==> config.mk <==
export PLATFORM = sky130hd
export DESIGN_NAME = fpc_pulse_cond
export DESIGN_NICKNAME = d
export VERILOG_FILES = /design/src/rtl/fpc_pkg.sv /design/src/rtl/fpc_sync.sv /design/src/rtl/fpc_edge.sv /design/src/rtl/fpc_slot.sv /design/src/rtl/fpc_pulse_cond.sv
export SDC_FILE = /design/constraint.sdc
export NUM_CORES = 1
export LEC_CHECK = 0
export BUFFER_PORTS_ARGS = -buffer_cell sky130_fd_sc_hd__buf_2
export CAP_MARGIN = 20
export CORE_AREA = 2 2 39 41
export DETAILED_ROUTE_END_ITERATION = 16
export DIE_AREA = 0 0 41 43
export GPL_TIMING_DRIVEN = 0
export PLACE_DENSITY_LB_ADDON = 0.15
export SKIP_LAST_GASP = 1
export SLEW_MARGIN = 20
export SYNTH_ARGS = -nofsm -noshare
export SYNTH_HDL_FRONTEND = slang
export SYNTH_SLANG_ARGS = --single-unit
==> constraint.sdc <==
create_clock -name clk_i -period 1.6 [get_ports clk_i]
set_clock_uncertainty 0.2 [all_clocks]
set_input_delay 0.32 -clock clk_i [delete_from_list [all_inputs] [get_ports clk_i]]
set_output_delay 0.32 -clock clk_i [all_outputs]
set_load 0.02 [all_outputs]
==> src/rtl/fpc_pkg.sv <==
package fpc_pkg;
  localparam int unsigned SYNC_STAGES_DEF = 2;
  localparam int unsigned REST_CYC_DEF    = 2;

  typedef struct packed {
    logic active;
    logic pend;
    logic ovr;
  } slot_t;
endpackage

==> src/rtl/fpc_sync.sv <==
module fpc_sync #(
  parameter int unsigned STAGES = 2
) (
  input  logic clk_i,
  input  logic rst_ni,
  input  logic d_i,
  output logic q_o
);
  logic [STAGES-1:0] ff_q;

  for (genvar g = 0; g < STAGES; g++) begin : g_stage
    if (g == 0) begin : g_first
      always_ff @(posedge clk_i or negedge rst_ni) begin
        if (!rst_ni) ff_q[0] <= 1'b0;
        else         ff_q[0] <= d_i;
      end
    end else begin : g_next
      always_ff @(posedge clk_i or negedge rst_ni) begin
        if (!rst_ni) ff_q[g] <= 1'b0;
        else         ff_q[g] <= ff_q[g-1];
      end
    end
  end

  assign q_o = ff_q[STAGES-1];
endmodule

==> src/rtl/fpc_edge.sv <==
module fpc_edge (
  input  logic clk_i,
  input  logic rst_ni,
  input  logic lvl_i,
  output logic rise_o
);
  logic prev_q;

  always_ff @(posedge clk_i or negedge rst_ni) begin
    if (!rst_ni) prev_q <= 1'b0;
    else         prev_q <= lvl_i;
  end

  assign rise_o = lvl_i & ~prev_q;

  // a level rise yields a single-cycle strobe
  p_rise_single_r2: assert property (@(posedge clk_i) disable iff (!rst_ni)
    rise_o |=> !rise_o);
endmodule

==> src/rtl/fpc_slot.sv <==
module fpc_slot
  import fpc_pkg::*;
#(
  parameter int unsigned REST_CYC = 2
) (
  input  logic clk_i,
  input  logic rst_ni,
  input  logic rise_i,
  output logic active_o,
  output logic ovr_o
);
  localparam int unsigned RW = (REST_CYC > 1) ? $clog2(REST_CYC) : 1;
  localparam logic [RW-1:0] REST_LOAD = RW'(REST_CYC - 1);

  slot_t        st_q, st_d;
  logic [RW-1:0] rest_q, rest_d;
  logic          busy, launch;

  always_comb begin
    busy   = st_q.active | (rest_q != '0);
    launch = (rise_i | st_q.pend) & ~busy;
    st_d.active = launch;
    // busy: store the edge; free: a held edge is served, a new one takes its place
    st_d.pend = busy ? (st_q.pend | rise_i) : (st_q.pend & rise_i);
    st_d.ovr  = st_q.ovr | (busy & st_q.pend & rise_i);
    if (st_q.active)        rest_d = REST_LOAD;
    else if (rest_q != '0)  rest_d = rest_q - 1'b1;
    else                    rest_d = rest_q;
  end

  always_ff @(posedge clk_i or negedge rst_ni) begin
    if (!rst_ni) begin
      st_q   <= '0;
      rest_q <= '0;
    end else begin
      st_q   <= st_d;
      rest_q <= rest_d;
    end
  end

  assign active_o = st_q.active;
  assign ovr_o    = st_q.ovr;

  p_one_period_r3: assert property (@(posedge clk_i) disable iff (!rst_ni)
    st_q.active |=> !st_q.active);

  p_launch_r5: assert property (@(posedge clk_i) disable iff (!rst_ni)
    (rise_i && !busy) |=> st_q.active);

  p_rest_quiet_r6: assert property (@(posedge clk_i) disable iff (!rst_ni)
    (rest_q != '0) |=> !st_q.active);

  p_held_served_r7: assert property (@(posedge clk_i) disable iff (!rst_ni)
    (st_q.pend && !busy) |=> st_q.active);

  p_ovr_sticky_r8: assert property (@(posedge clk_i) disable iff (!rst_ni)
    st_q.ovr |=> st_q.ovr);
endmodule

==> src/rtl/fpc_pulse_cond.sv <==
module fpc_pulse_cond
  import fpc_pkg::*;
#(
  parameter int unsigned SYNC_STAGES = SYNC_STAGES_DEF,
  parameter int unsigned REST_CYC    = REST_CYC_DEF
) (
  input  logic clk_i,
  input  logic rst_ni,
  input  logic freq_i,
  output logic pls_n_o,
  output logic pls_o,
  output logic overrun_o
);
  logic lvl, rise, active, ovr;

  fpc_sync #(.STAGES(SYNC_STAGES)) u_sync (
    .clk_i (clk_i), .rst_ni(rst_ni), .d_i(freq_i), .q_o(lvl)
  );

  fpc_edge u_edge (
    .clk_i (clk_i), .rst_ni(rst_ni), .lvl_i(lvl), .rise_o(rise)
  );

  fpc_slot #(.REST_CYC(REST_CYC)) u_slot (
    .clk_i (clk_i), .rst_ni(rst_ni), .rise_i(rise),
    .active_o(active), .ovr_o(ovr)
  );

  // both outputs come from one flop, so they switch together
  assign pls_n_o   = ~active;
  assign pls_o     = active;
  assign overrun_o = ovr;

  p_cmpl_r4: assert property (@(posedge clk_i) disable iff (!rst_ni)
    pls_o != pls_n_o);

  p_rst_idle_r1: assert property (@(posedge clk_i) disable iff (!rst_ni)
    $rose(rst_ni) |-> (pls_n_o && !overrun_o));
endmodule

After elaboration in Yosys (flattened, before gate mapping):

Index checks and enable logic that the tools add are counted.

* bits of input ports: 3
* memories kept: 0
* word-level logic and storage cells: 22
* flip-flop bits (word level): 7
* output and inout port bits: 3
* bits in read-only memories: 0
* latch bits: 0
* memory bits (writable): 0

* equality and inequality tests: 0
* $mul: 0
* mux-type cells: 3
* reduce and logical (&&, ||, !) cells: 0
* div/mod/pow operators: 0
* bitwise logic cells: 11
* shifts and indexed selects: 0
* add/sub/neg operators: 1
* magnitude comparators: 0

Operators by type and width (count)
* $and 1x1->1: 5
* $mux 1: 3
* $not 1->1: 3
* $or 1x1->1: 3
* $sub 1x1->1 const B: 1

Depth between registers and ports, before layout:

Gate-level depths: netlist of run 1.

* depth in word-level cells: 4
* gate-level depth with buffers: 2
* depth with buffers taken out: 2

Modules after synthesis:

A second synthesis of run 1 with hierarchy kept.

* cell total of the unflattened synthesis: 14
* area, all modules: 229.0 um^2

By module, submodules not included
* fpc_slot: area each 136.4 um^2, times used 1, seq. area each 100.1 um^2, cells each 9
* fpc_sync: area each 50.0 um^2, times used 1, seq. area each 50.0 um^2, cells each 2
* fpc_edge: area each 38.8 um^2, times used 1, seq. area each 25.0 um^2, cells each 2
* fpc_pulse_cond: area each 3.8 um^2, times used 1, seq. area each 0.0 um^2, cells each 1

Least setup slack after synthesis of run 1:

OpenSTA, ideal clock, no wires.

* kind: reg2reg
* start: register u_slot.st_q (netlist bit u_slot.active_o)
* end: register u_slot.st_q[1] (netlist bit)
* setup time: 0.126 ns
* slack: 0.274 ns
* clock period less this slack: 1.326 ns
* buffers on the path: 0
* data arrival time: 1.000 ns
* required time: 1.274 ns
* cell stages (with the launch flop): 3
* cell sequence: dfrtp_1 -> or2_1 -> maj3_2

RTL lines
* start: declaration: line fpc_slot.sv:15 `slot_t st_q, st_d;`
* start signal: assignment: line fpc_slot.sv:36 `st_q <= st_d;`

Final worst setup path of run 1:

* start: register u_slot.st_q (netlist bit u_slot.active_o)
* end: output port pls_n_o

* word-level cells in the longest chain between the ends: 1

Ends and longest elaborated chain
* $not 1->1: line fpc_pulse_cond.sv:30 `assign pls_n_o = ~active;`
* end: declaration: line fpc_pulse_cond.sv:10 `output logic pls_n_o,`

No other way between the ends.

==> results of run 1 <==
==> per-stage QoR <==
step	utilization, %	hold WS, ns	power (mW)	std cells	cell area [sq um]
floorplan	-	-0.1756	0.3708	13	221.5
CTS	22.60	0.1661	0.5894	40	312.8
finish	22.60	0.1595	0.5763	40	312.8
detailed placement	19.26	-0.04360	0.4279	34	266.5
global placement	19.26	-0.04280	0.4281	34	266.5
global route	22.60	0.1816	0.6232	40	312.8
==> kinds of logic after synthesis <==
family,after synthesis
fa+ha+maj,1
buf+inv,1
compound gates,2
flops,7
simple gates,2
==> worst max-delay path, stage by stage, from the launching register on <==
cell and delay [ns]:
dfrtp_1 0.39, inv_1 0.05, buf_2 0.15
==> sequential cells by signal, indices dropped and copies added, names as in the netlist <==
register / cells
u_sync.q_o: 1
u_slot.st_q: 1
u_sync.ff_q: 1
u_slot.ovr_o: 1
u_edge.prev_q: 1
u_slot.rest_q: 1
u_slot.active_o: 1
==> layer usage <==
| metal | global-route usage [%] | part of all wire (%) |
|---|---|---|
| met5 | 0 | 0 |
| met4 | 2.000 | 0 |
| met3 | 6.283 | 6.6 |
| met2 | 7.813 | 55 |
| met1 | 4.620 | 38 |
==> power by group through the flow <==
stage / combinational (mW) / sequential [mW] / clock, mW
after floorplan: 0.0820 / 0.289 / 0
after global placement: 0.169 / 0.259 / 0
after detailed placement: 0.168 / 0.260 / 0
after CTS: 0.173 / 0.257 / 0.159
after global routing: 0.180 / 0.264 / 0.179
final: 0.169 / 0.256 / 0.151
==> placed cells by master (no fill, tap or decap) <==
cell type / count
dfrtp_1: 7
buf_2: 5
clkbuf_4: 3
dlygate4sd3_1: 2
nor2b_1: 1
or2_1: 1
o21ba_2: 1
maj3_2: 1
inv_1: 1
a31o_2: 1
clkbuf_1: 1
==> final cells by class <==
| type | count | share of cell area (%) |
|---|---|---|
| Timing Repair Buffer | 7 | 14.40 |
| Inverter | 1 | 1.200 |
| Clock buffer | 4 | 8.400 |
| Multi-Input combinational cell | 5 | 13.60 |
| Sequential cell | 7 | 56.00 |
| Tap cell | 16 | 6.400 |
==> worst max path at each step <==
stage,endpoint,start,slack (ns)
after global routing,pls_n_o,u_slot.active_o,0.19
after floorplan,u_slot.st_q[1],u_slot.active_o,0.27
after global placement,u_slot.st_q[1],u_slot.active_o,0.33
final,pls_n_o,u_slot.active_o,0.24
after detailed placement,u_slot.st_q[1],u_slot.active_o,0.33
after CTS,pls_n_o,u_slot.active_o,0.23
==> repair_timing <==
action                     4_1_cts  5_1_grt
hold buffers                     2        0
setup endpoints to repair        0        0
hold endpoints to repair         8        0
==> flow_summary.yaml, run 1 <==
outcome:
  status: "finished, final reports clean"
clock_network:
  cts_setup_buffers: 0
  numClockSinks: 7
  cts_resized: 0
  cts_buffers: 3
  cts_tree: "yes"
  cts_buffer_depth: 2
  clk_pin_slew_ns: 0.05
  clkLatencyLatePin_ns: 0.24
  cts-root-buf: "clkbuf_4"
  htree_levels: 1
synth:
  yosysMostFrequentCell: "dfrtp_1"
  netlist_instances: 13
  ys_seq_area_share_pct: 79.10
  synth_area_leader_cell: "dfrtp_1"
  synth_compound_area_share_pct: 8.475
  synthXorXnorAreaFrac_pct: 0
  synth_warnings: 0
  synth_seq_cells: 7
  synthAdderAreaFrac_pct: 5.085
  synth_top_area_share_pct: 79.10
  muxShareOfSynthArea_pct: 0
  avgSynthCellArea_sq_um: 17.04
  synth_top_family_by_area: "compound AO/OA/AOI/OAI gates"
  syn_area_sq_um: 221.5
  synth_flop_cell: "dfrtp_1"
  ys_top_cells_by_area: "dfrtp_1, maj3_2, o21ba_2"
  syn-num-nets: 16
  ys_types: 7
  synth_edf_count: 0
  async_reset_ff_share_pct: 100.0
  yosys.area_share.simple_pct: 5.650
sta:
  fmax_ghz: 0.7373
  drv_slew: 0
  period_share_pct: 84.77
  tns_ns: 0
  finalSetupViolations: 0
  max_slew_margin_pct: 83.84
  period_minus_slack_ns: 1.356
  tightest_slew_ns: 0.2420
  fin_ws_ns: 0.2437
  hold_viol_final: 0
  rsz0062_at_grt: "no"
global_route:
  grtUsageTotal_pct: 5.466
  grt_overflow: 0
  grt_pass1_vias: 139
  grt_pass1_wl_um: 579
  antenna_found_initial: 0
  grt_max_degree: 8
cells_and_area:
  area_growth_pct: 41.24
  layout-drive-gt1-share_pct: 45.83
  ff_latch_area_sq_um: 175.2
  diodes: 0
  nets: 28
  n_fill_cell: 147
  multi_input_area_sq_um: 42.54
floorplanning:
  die_y_um: 43
  initial_core_util_pct: 16.00
  die_w_um: 41
  rows: 14
  die_area_sq_um: 1763
  core_sq_um: 1384
  ios: 6
route:
  drcViolationCount: 0
  first_pass_iters: 1
  vias: 132
  dr.first_iter.drc_count: 0
  via_per_inst: 3.300
  wirelength_um: 332
  wl_per_cell_um: 8.300
  drtAntennaViolNets: 0
power_and_ir_drop:
  leakagePower_nw: 0.1462
  ir_worst_vdd_uv: 551.2
  p_seq_share_pct: 44.5
  switching_share_pct: 30.60
  p_per_area_nw_per_um2: 1842
  p_sw_uw: 176.4
  p_int_uw: 400.0
  clockPowerShare_pct: 26.1
  power_frac_comb_pct: 29.4
setup_path:
  worstReg2RegEnd: "u_slot.st_q[1]"
  critPathMaxFanout: 4
  arrival_ns: 0.84
  critPathRequiredTime_ns: 1.08
  critPathKind: "reg2out"
  r2r-start: "u_slot.active_o"
  cp-end-kind: "output pin"
  reg2reg_slack_ns: 0.33
  cp-start-kind: "register"
  rr_worst_depth: 2
placed_design:
  pre_cts_ws_ns: 0.3284
  numPortBuffers: 5
  gp_congestion: 0.6109
  hpwl_um: 240.2
worst_hold_path:
  holdPathStages: 0
  min_from: "u_sync.ff_q[0]"
  hp-class: "reg2reg"
  hold_path_end: "u_sync.q_o"
flow_run:
  maxCapViolCount: 0
Power figures use the tool's default switching activity.
==> run 2: changes to the inputs <==
Settings changed: ABC_AREA from default to 1.
Clock period 1.6 ns to 1.1 ns, I/O delays scaled along.
==> flow_summary.yaml, run 2 <==
outcome:
  status: "finished with violations"
  failed_checks: "setup timing"
placed_design:
  placed_cells: 43
  gp_congestion: 0.7651
  hpwl_um: 295.3
  numPortBuffers: 5
  postPlaceCellArea_sq_um: 290.3
cells_and_area:
  layout-drive-gt1-share_pct: 35.29
  layout_commonest_cell: "dfrtp_1"
  n_fill_cell: 150
  nets: 38
  area_growth_pct: 47.45
  layout_common_cells: "dfrtp_1, inv_1, nand2_1"
  final_core_util_pct: 26.13
  final_area_sq_um: 361.6
  fin_cells: 50
  diodes: 0
synth:
  synth_top_area_share_pct: 71.43
  netlist_instances: 22
  synth_warnings: 0
  yosysMostFrequentCell: "dfrtp_1"
  synth_edf_count: 0
  async_reset_ff_share_pct: 100.0
  synth_commonest_cells: "dfrtp_1, inv_1, nand2_1, nand3_1"
  syn_area_sq_um: 245.2
  synth_flop_cell: "dfrtp_1"
  synth_seq_cells: 7
  ys_seq_area_share_pct: 71.43
  synth_area_leader_cell: "dfrtp_1"
  ys_types: 9
  avgSynthCellArea_sq_um: 11.15
  ys_top_cells_by_area: "dfrtp_1, inv_1, nand2_1"
  syn-num-nets: 25
setup_path:
  cp-start-kind: "register"
  cp_top_family: "flip-flops"
  cp_slowest_stage_delay_ns: 0.38
  critPathKind: "reg2out"
  crit_end: "pls_n_o"
  arrival_ns: 0.81
  worstReg2RegEnd: "u_slot.st_q[1]"
  critPathRequiredTime_ns: 0.68
  rr_worst_depth: 5
  path_cells: "inv_1, buf_6"
  cp_num_cells: 2
  cp_slowest_cell: "dfrtp_1"
  critPathBufInv: 2
  reg2reg_slack_ns: 0.01
  cp-end-kind: "output pin"
  r2r-start: "u_slot.active_o"
  cp-startpoint: "u_slot.active_o"
  critPathMaxFanout: 3
floorplanning:
  rows: 14
  die_area_sq_um: 1763
  core_sq_um: 1384
  die_w_um: 41
  ios: 6
  initial_core_util_pct: 17.72
  die_y_um: 43
route:
  drcViolationCount: 0
  vias: 174
  drtAntennaViolNets: 0
  wirelength_um: 415
  dr.first_iter.drc_count: 3
  via_per_inst: 3.480
  wl_per_cell_um: 8.300
  first_pass_iters: 2
global_route:
  grt_pass1_vias: 169
  grt_overflow: 0
  antenna_found_initial: 0
  grt_pass1_wl_um: 724
  grt_max_degree: 8
  grtUsageTotal_pct: 7.606
sta:
  hold_viol_final: 0
  max_slew_margin_pct: 89.32
  fmax_ghz: 0.8137
  finalSetupViolations: 3
  drv_slew: 0
  period_share_pct: 111.7
  tightest_slew_ns: 0.1602
  period_minus_slack_ns: 1.229
  rsz0062_at_grt: "yes"
  fin_ws_ns: -0.1289
clock_network:
  numClockSinks: 7
  clkLatencyLatePin_ns: 0.25
  cts_buffer_depth: 2
  htree_levels: 1
  cts_tree: "yes"
  cts-root-buf: "clkbuf_4"
  clk_pin_slew_ns: 0.05
  cts_buffers: 3
power_and_ir_drop:
  p_per_area_nw_per_um2: 2569
  ir_worst_vdd_uv: 833.8
  leakagePower_nw: 0.1836
flow_run:
  maxCapViolCount: 0
worst_hold_path:
  hp-class: "in2async"
==> run 2: worst reg2reg max path, cell delays in order (launching register included) <==
cell     delay, ns
dfrtp_1       0.38
buf_4         0.15
nor2_4        0.10
inv_2         0.05
nand2_1       0.06
nand2_1       0.05
==> run 2: where the power goes <==
| group | switching, mW | internal [mW] | total [mW] |
|---|---|---|---|
| clock network | 0.0939 | 0.138 | 0.232 |
| registers | 0.0476 | 0.326 | 0.373 |
| logic | 0.172 | 0.152 | 0.323 |
==> run 2: per-stage QoR <==
step | hold slack [ns] | TNS [ns] | total power, mW | worst slack [ns]
floorplan | -0.2756 | 0 | 0.5339 | 0.007867
global placement | -0.1375 | 0 | 0.6074 | 0.05354
detailed placement | -0.1342 | 0 | 0.6133 | 0.04135
CTS | 0.1260 | -0.4421 | 0.9339 | -0.1432
global route | 0.1290 | -0.5283 | 1.018 | -0.1868
finish | 0.1255 | -0.3325 | 0.9291 | -0.1289
==> run 2: routing by layer <==
| metal | track usage, % | share of wire [%] | vias to the layer above |
|---|---|---|---|
| met5 | 0 | 0 | - |
| met4 | 8.000 | 2.4 | 0 |
| met3 | 7.853 | 8.7 | 2 |
| met2 | 8.438 | 41 | 8 |
| met1 | 6.977 | 47 | 73 |
| li1 | - | - | 91 |
==> run 2: layout make-up <==
type | count | area [sq um] | area share [%]
inverter | 5 | 18.77 | 5.190
multi-input combinational | 10 | 56.30 | 15.57
timing repair buffer | 8 | 65.06 | 17.99
tap | 16 | 20.02 | 5.536
sequential | 7 | 175.2 | 48.44
clock buffer | 4 | 26.28 | 7.266
==> run 2: worst min path at each step <==
| stage | endpoint | slack [ns] | cells after the start |
|---|---|---|---|
| 2_1_floorplan | u_edge.prev_q | -0.28 | 0 |
| 3_3_place_gp | u_edge.prev_q | -0.14 | 1 |
| 3_5_place_dp | u_edge.prev_q | -0.13 | 1 |
| 4_1_cts | u_edge.prev_q | 0.13 | 2 |
| 5_1_grt | u_edge.prev_q | 0.13 | 2 |
| 6_report | u_slot.rest_q | 0.13 | 2 |
==> run 2: what timing repair did <==
item | in CTS | in global routing
setup buffers | 1 | 0
endpoints found under the hold margin | 8 | 0
gates resized for setup | 4 | 1
pin swaps | 0 | 1
setup endpoints to repair | 3 | 6
hold buffers | 2 | 0
==> run 2: kinds of logic (layout without fill, tap and decap cells) <==
group	Yosys count	in the layout	synth area share, %
and+or+nand+nor	8	8	14.28
DFF	7	7	71.43
buffers and inverters	5	17	7.650
AOI/OAI and AO/OA	2	2	6.634
